===== src/rtl/gpio_spi_pkg.sv =====
package gpio_spi_pkg;
  localparam int unsigned NPINS    = 8;
  localparam int unsigned SYNC_LEN = 2;
  localparam int unsigned B_CLK    = 7;
  localparam int unsigned B_MISO   = 6;
  localparam int unsigned B_MOSI   = 5;
  localparam int unsigned B_SEL    = 4;
  localparam int unsigned B_CMPN   = 3;
  localparam int unsigned B_CMPP   = 2;
  localparam logic [NPINS-1:0] CMP_MASK = (1 << B_CMPN) | (1 << B_CMPP);

  typedef enum logic [1:0] {
    SRC_PORT = 2'd0,
    SRC_SCK  = 2'd1,
    SRC_MOSI = 2'd2,
    SRC_MISO = 2'd3
  } out_src_e;
endpackage


===== src/rtl/gpio_rst_sync.sv =====
module gpio_rst_sync #(
  parameter int unsigned STAGES = 2
) (
  input  logic clk,
  input  logic rst_n,
  output logic rst_sync_n
);
  logic [STAGES-1:0] chain_q;
  logic [STAGES-1:0] chain_d;

  always_comb chain_d = {chain_q[STAGES-2:0], 1'b1};

  always_ff @(posedge clk or negedge rst_n) begin
    if (!rst_n) chain_q <= '0;
    else        chain_q <= chain_d;
  end

  assign rst_sync_n = chain_q[STAGES-1];
endmodule


===== src/rtl/gpio_in_sync.sv =====
module gpio_in_sync #(
  parameter int unsigned W = 8,
  parameter logic [W-1:0] GATE_MASK = '0
) (
  input  logic         clk,
  input  logic         rst_n,
  input  logic         gate,
  input  logic [W-1:0] din,
  output logic [W-1:0] dout,
  output logic [W-1:0] dout_raw
);
  logic [W-1:0] st1_q, st2_q, st1_d, st2_d;
  logic [W-1:0] keep;

  always_comb begin
    keep  = gate ? ~GATE_MASK : '1;
    st1_d = din & keep;
    st2_d = st1_q;
  end

  always_ff @(posedge clk or negedge rst_n) begin
    if (!rst_n) begin
      st1_q <= '0;
      st2_q <= '0;
    end else begin
      st1_q <= st1_d;
      st2_q <= st2_d;
    end
  end

  assign dout     = st2_q & keep;
  assign dout_raw = st2_q;
endmodule


===== src/rtl/gpio_pin_ctrl.sv =====
module gpio_pin_ctrl
  import gpio_spi_pkg::*;
#(
  parameter int unsigned IDX = 0
) (
  input  logic dir_bit,
  input  logic port_bit,
  input  logic pu_disable,
  input  logic spi_en,
  input  logic spi_master,
  input  logic sck_lvl,
  input  logic mosi_lvl,
  input  logic miso_lvl,
  output logic oe,
  output logic dout,
  output logic pu
);
  logic     forced_in;
  out_src_e src;
  logic     lvl;

  always_comb begin
    forced_in = 1'b0;
    src       = SRC_PORT;
    if (spi_en) begin
      if (spi_master) begin
        forced_in = (IDX == B_MISO);
        if (IDX == B_CLK)  src = SRC_SCK;
        if (IDX == B_MOSI) src = SRC_MOSI;
      end else begin
        forced_in = (IDX == B_CLK) || (IDX == B_MOSI) || (IDX == B_SEL);
        if (IDX == B_MISO) src = SRC_MISO;
      end
    end
    case (src)
      SRC_SCK:  lvl = sck_lvl;
      SRC_MOSI: lvl = mosi_lvl;
      SRC_MISO: lvl = miso_lvl;
      default:  lvl = port_bit;
    endcase
    oe   = dir_bit & ~forced_in;
    dout = oe & lvl;
    pu   = ~oe & port_bit & ~pu_disable;
  end
endmodule


===== src/rtl/gpio_spi_port.sv =====
module gpio_spi_port
  import gpio_spi_pkg::*;
(
  input  logic             clk,
  input  logic             rst_n,
  input  logic             wr_dir,
  input  logic             wr_port,
  input  logic [NPINS-1:0] wdata,
  input  logic             pu_disable,
  input  logic             spi_en,
  input  logic             spi_master,
  input  logic             spi_sck_o,
  input  logic             spi_mosi_o,
  input  logic             spi_miso_o,
  input  logic             power_down,
  input  logic [NPINS-1:0] pad_in,
  output logic [NPINS-1:0] pad_oe,
  output logic [NPINS-1:0] pad_do,
  output logic [NPINS-1:0] pad_pu,
  output logic [NPINS-1:0] rd_dir,
  output logic [NPINS-1:0] rd_port,
  output logic [NPINS-1:0] rd_pin,
  output logic             spi_ss_active
);
  logic             rst_q_n;
  logic [NPINS-1:0] dir_q, dir_d, port_q, port_d;
  logic [NPINS-1:0] pin_raw;

  gpio_rst_sync #(.STAGES(SYNC_LEN)) u_rst (
    .clk(clk), .rst_n(rst_n), .rst_sync_n(rst_q_n)
  );

  always_comb begin
    dir_d  = wr_dir  ? wdata : dir_q;
    port_d = wr_port ? wdata : port_q;
  end

  always_ff @(posedge clk or negedge rst_q_n) begin
    if (!rst_q_n) begin
      dir_q  <= '0;
      port_q <= '0;
    end else begin
      dir_q  <= dir_d;
      port_q <= port_d;
    end
  end

  gpio_in_sync #(.W(NPINS), .GATE_MASK(CMP_MASK)) u_sync (
    .clk(clk), .rst_n(rst_q_n), .gate(power_down),
    .din(pad_in), .dout(rd_pin), .dout_raw(pin_raw)
  );

  for (genvar g = 0; g < NPINS; g++) begin : g_pin
    gpio_pin_ctrl #(.IDX(g)) u_pin (
      .dir_bit(dir_q[g]), .port_bit(port_q[g]), .pu_disable(pu_disable),
      .spi_en(spi_en), .spi_master(spi_master),
      .sck_lvl(spi_sck_o), .mosi_lvl(spi_mosi_o), .miso_lvl(spi_miso_o),
      .oe(pad_oe[g]), .dout(pad_do[g]), .pu(pad_pu[g])
    );
  end

  assign rd_dir        = dir_q;
  assign rd_port       = port_q;
  assign spi_ss_active = ~pin_raw[B_SEL];
endmodule


===== config.mk =====
export PLATFORM = sky130hd
export DESIGN_NAME = gpio_spi_port
export DESIGN_NICKNAME = d
export VERILOG_FILES = /design/src/rtl/gpio_spi_pkg.sv /design/src/rtl/gpio_rst_sync.sv /design/src/rtl/gpio_in_sync.sv /design/src/rtl/gpio_pin_ctrl.sv /design/src/rtl/gpio_spi_port.sv
export SDC_FILE = /design/constraint.sdc
export NUM_CORES = 1
export LEC_CHECK = 0
export BUFFER_PORTS_ARGS = -buffer_cell sky130_fd_sc_hd__buf_4
export CORE_UTILIZATION = 35
export CTS_CLUSTER_SIZE = 30
export DETAILED_ROUTE_END_ITERATION = 6
export PLACE_DENSITY = 0.62
export SLEW_MARGIN = 20
export SYNTH_ARGS = -nofsm -noshare
export SYNTH_HDL_FRONTEND = slang
export SYNTH_HIERARCHICAL = 1
export SYNTH_SLANG_ARGS = --single-unit

===== constraint.sdc =====
create_clock -name clk -period 2.1 [get_ports clk]
set_clock_uncertainty 0.1 [all_clocks]
set_input_delay 0.21 -clock clk [delete_from_list [all_inputs] [get_ports clk]]
set_output_delay 0.21 -clock clk [all_outputs]
set_load 0.05 [all_outputs]

---- Word-level counts from Yosys, hierarchy flattened ----
Cells that the tools add are included.
operators by class
  equality and inequality tests ........... 9
  muxes and demuxes ....................... 14
  bitwise gates (word level) .............. 42
operator list
  operator                                                                number
  1-bit AND                                                               28
  8-bit AND                                                               2
  2-bit equality test (second input constant)                             6
  1-bit inverter                                                          12
  2-bit two-way mux                                                       5
  1-bit case mux with 3 select lines                                      3
  2-bit by 1-bit equality test with 1-bit output (second input constant)  3
  1-bit two-way mux                                                       5
  4-bit two-way mux                                                       1
storage, ports and cells
  register bits after elaboration ......... 34
  output and inout port bits .............. 49
  logic and storage cells ................. 70

---- Longest topological paths before layout ----
  depth after elaboration ................. 7
  depth in mapped cells ................... 2
  mapped depth without buffers ............ 2

---- By module ----
Netlist, hierarchy kept.
modules (own cells, without submodules)
  module                               instances  cells an instance  area an instance (sq um)  seq. area each (sq um)
  gpio_spi_port                        1          35                 666.9                     400.4
  gpio_in_sync                         1          26                 470.5                     400.4
  gpio_pin_ctrl at g_pin[0].u_pin ...  4          3                  26.3                      0.0
  gpio_pin_ctrl at g_pin[5].u_pin ...  2          7                  41.3                      0.0
  gpio_rst_sync                        1          3                  53.8                      50.0
  gpio_pin_ctrl at g_pin[6].u_pin      1          5                  51.3                      0.0
  gpio_pin_ctrl at g_pin[4].u_pin      1          5                  37.5                      0.0

---- Least setup slack after synthesis ----
OpenSTA, ideal clock, no wires.
  kind .................................... register to output
  start point ............................. reg dir_q[6] (netlist: rd_dir[6])
  end point ............................... out pad_pu[6]
  data arrival time ....................... 1.545 ns
  setup slack ............................. 0.245 ns
  cell stages (with the launch flop) ...... 3
  buffers on the path ..................... 0
  cell sequence ........................... dfrtp_1 -> a21boi_4 -> nor3b_2
between the ends
  cells in the longest elaborated chain, start to end .. 4
ends and longest elaborated chain
  item                      RTL line             RTL
  start: declaration        gpio_spi_port.sv:26  logic [NPINS-1:0] dir_q, dir_d, port_q, port_d;
  start signal: assignment  gpio_spi_port.sv:43  dir_q <= dir_d;
  1-bit AND                 gpio_pin_ctrl.sv:41  oe = dir_bit & ~forced_in;
  via pad_oe[6]             gpio_spi_port.sv:17  output logic [NPINS-1:0] pad_oe,
  1-bit inverter            gpio_pin_ctrl.sv:43  pu = ~oe & port_bit & ~pu_disable;
  1-bit AND (2 in series)   gpio_pin_ctrl.sv:43
  end: declaration          gpio_spi_port.sv:19  output logic [NPINS-1:0] pad_pu,
The timed path passes the listed nets, and every way through them passes these cells.

---- Worst setup path after layout ----
  start point ............................. reg dir_q[6] (netlist: rd_dir[6])
  end point ............................... out pad_pu[6]
between the ends
  cells in the longest elaborated chain, start to end .. 4
ends and longest elaborated chain
  item                     RTL line
  1-bit AND                gpio_pin_ctrl.sv:41
  1-bit inverter           gpio_pin_ctrl.sv:43
  1-bit AND (2 in series)  gpio_pin_ctrl.sv:43
No other way between the ends.

==> impl_metrics.json <==
{
  "htree_levels": 2,
  "drt_wl_total_mm": 3.02,
  "timing.hold.ws_ns": 0.0584,
  "critPathKind": "reg -> out",
  "die_w_um": 65.9,
  "grt_max_degree": 33,
  "dp_hpwl_mm": 2.21,
  "reg2reg_from": "rd_dir[7]",
  "crit_end": "pad_pu[6]",
  "worstSetupStartpointType": "flop",
  "num_rows": 22,
  "r2r.worst_path.cells": 1,
  "hold_viol": 0,
  "critical_path.max_fanout": 5,
  "worstHoldStart": "pad_in[3]",
  "area_growth_pct": 51.9,
  "power_density_mw_per_mm2": 838,
  "setup_viol_count_final": 0,
  "syn_inst": 95,
  "drive_above_1_share_pct": 58.9,
  "grt_pass1_vias": 1007,
  "hold_buffers": 7,
  "layout_min_cycle_time_ns": 1.54,
  "gr-total-overflow": 0,
  "syn_avg_cell_area_um2": 15.1,
  "cap_violations": 0,
  "nFillCells": 309,
  "max_clock_freq_mhz": 650,
  "setup.worst_path.end_class": "output port",
  "cts_setup_buffers": 0,
  "ioPinCount": 76,
  "clkSinkCount": 34,
  "reg2reg_to": "rd_dir[7]",
  "arrival_ns": 1.23,
  "cts_tree": "done",
  "vias": 1012,
  "regArea_um2": 851,
  "clk_latency_ns": 0.28,
  "fin_nets": 206,
  "status": "finished clean",
  "initial_core_util_pct": 37.6,
  "cp-startpoint": "rd_dir[6]",
  "cts-root-buf": "clkbuf_8",
  "syn_area_mm2": 0.00143,
  "place_congestion": 0.765,
  "drv_slew": 0,
  "drt_iter0_markers": 36,
  "cts_inserted_buffers": 5,
  "dieArea_mm2": 0.00435,
  "route.antenna.remaining_nets": 0,
  "synth_nets": 122,
  "reg2reg_slack_ns": 1.17,
  "multi_input_area_um2": 515,
  "required_ns": 1.79,
  "grtUsageTotal_pct": 15.1,
  "wl_per_cell_um": 13.2,
  "grt_pass1_wl_mm": 4.71,
  "core_mm2": 0.00380,
  "clk_path_buf_depth": 2,
  "drc": 0,
  "final_util_pct": 57.2,
  "cellLeakagePower_nw": 1.10,
  "diodes": 0,
  "fp.dieH_um": 65.9,
  "vias_per_cell": 4.44,
  "rsz0062_at_grt": "no",
  "drt_first_pass_iters": 4,
  "ctsResizeCount": 0,
  "fin_crit_sh_pct": 73.2,
  "irDropWorstVdd_uv": 425,
  "portBuffers": 75,
  "tns_ns": 0,
  "antenna_found_initial": 0,
  "yosysWarnings": 6,
  "clk_pin_slew_worst_paths_ns": 0.07,
  "hold_path.class": "in -> reg"
}
==> worst max-delay path, stage by stage, from the launching register on <==
cell and delay [ns]:
dfrtp_1 0.42, a21boi_4 0.16, nor3b_2 0.15, buf_4 0.22
==> state kept, by name, indices dropped and copies added, names as in the netlist <==
register / count
rd_dir: 8
rd_port: 8
u_rst/chain_q: 2
u_sync/dout_raw: 8
u_sync/st1_q: 8
==> per-stage QoR <==
| stage | std cells | setup slack, ns | power (W) | instance area [um^2] |
|---|---|---|---|---|
| floorplan | 95 | 0.245 | 0.00116 | 1430 |
| global placement | 212 | 0.886 | 0.00134 | 2000 |
| detailed placement | 212 | 0.859 | 0.00135 | 2000 |
| CTS | 227 | 0.556 | 0.00184 | 2160 |
| global route | 228 | 0.506 | 0.00190 | 2170 |
| finish | 228 | 0.562 | 0.00182 | 2170 |
==> worst min-delay path by stage <==
| stage | to | slack [ns] | cells after the start |
|---|---|---|---|
| after floorplan | u_rst/chain_q[0] | -0.19 | 0 |
| after detailed placement | u_rst/chain_q[0] | -0.11 | 1 |
| after CTS | u_sync/st1_q[3] | 0.002 | 2 |
| final | u_sync/st1_q[3] | 0.06 | 2 |
| after global routing | rd_port[3] | 0.06 | 2 |
| after global placement | u_rst/chain_q[1] | -0.11 | 1 |
==> final cells by class <==
type                    instances  share of cell area (%)
clock inverters                 1                   0.230
well taps                      48                    2.76
inverters                       1                   0.173
repair buffers                 84                    30.0
flip-flops and latches         34                    39.2
clock buffers                   7                    3.97
multi-input cells              53                    23.7
==> report_power, final <==
group	switching [W]	internal [W]	total, W
registers	0.0000429	0.000704	0.000747
clock network	0.000212	0.000264	0.000476
logic	0.000380	0.000216	0.000597
total	0.000635	0.00118	0.00182
==> layout by cell type, fill, tap and decap left out, drive strengths merged <==
cell type and instances:
buf 76, dfrtp 34, mux2 16, dlygate4sd3 8, and2 7, clkbuf 7
nand2b 6, nor3b 5, nor2b 4, a21oi 3, nand3b 3, nand2 3
nand4 2, inv 1, clkinv 1, and3 1, a21boi 1, nand4b 1
conb 1
==> layer usage <==
metal | wire length, um | vias up | share of wire [%] | global-route usage (%)
li1 | - | 479 | - | -
met1 | 1130 | 503 | 38 | 16.7
met2 | 1730 | 28 | 57 | 25.8
met3 | 120 | 2 | 4.0 | 5.34
met4 | 33 | 0 | 1.1 | 6.79
met5 | 0 | - | 0 | 0
No activity file was read; power rests on OpenSTA's default activity.
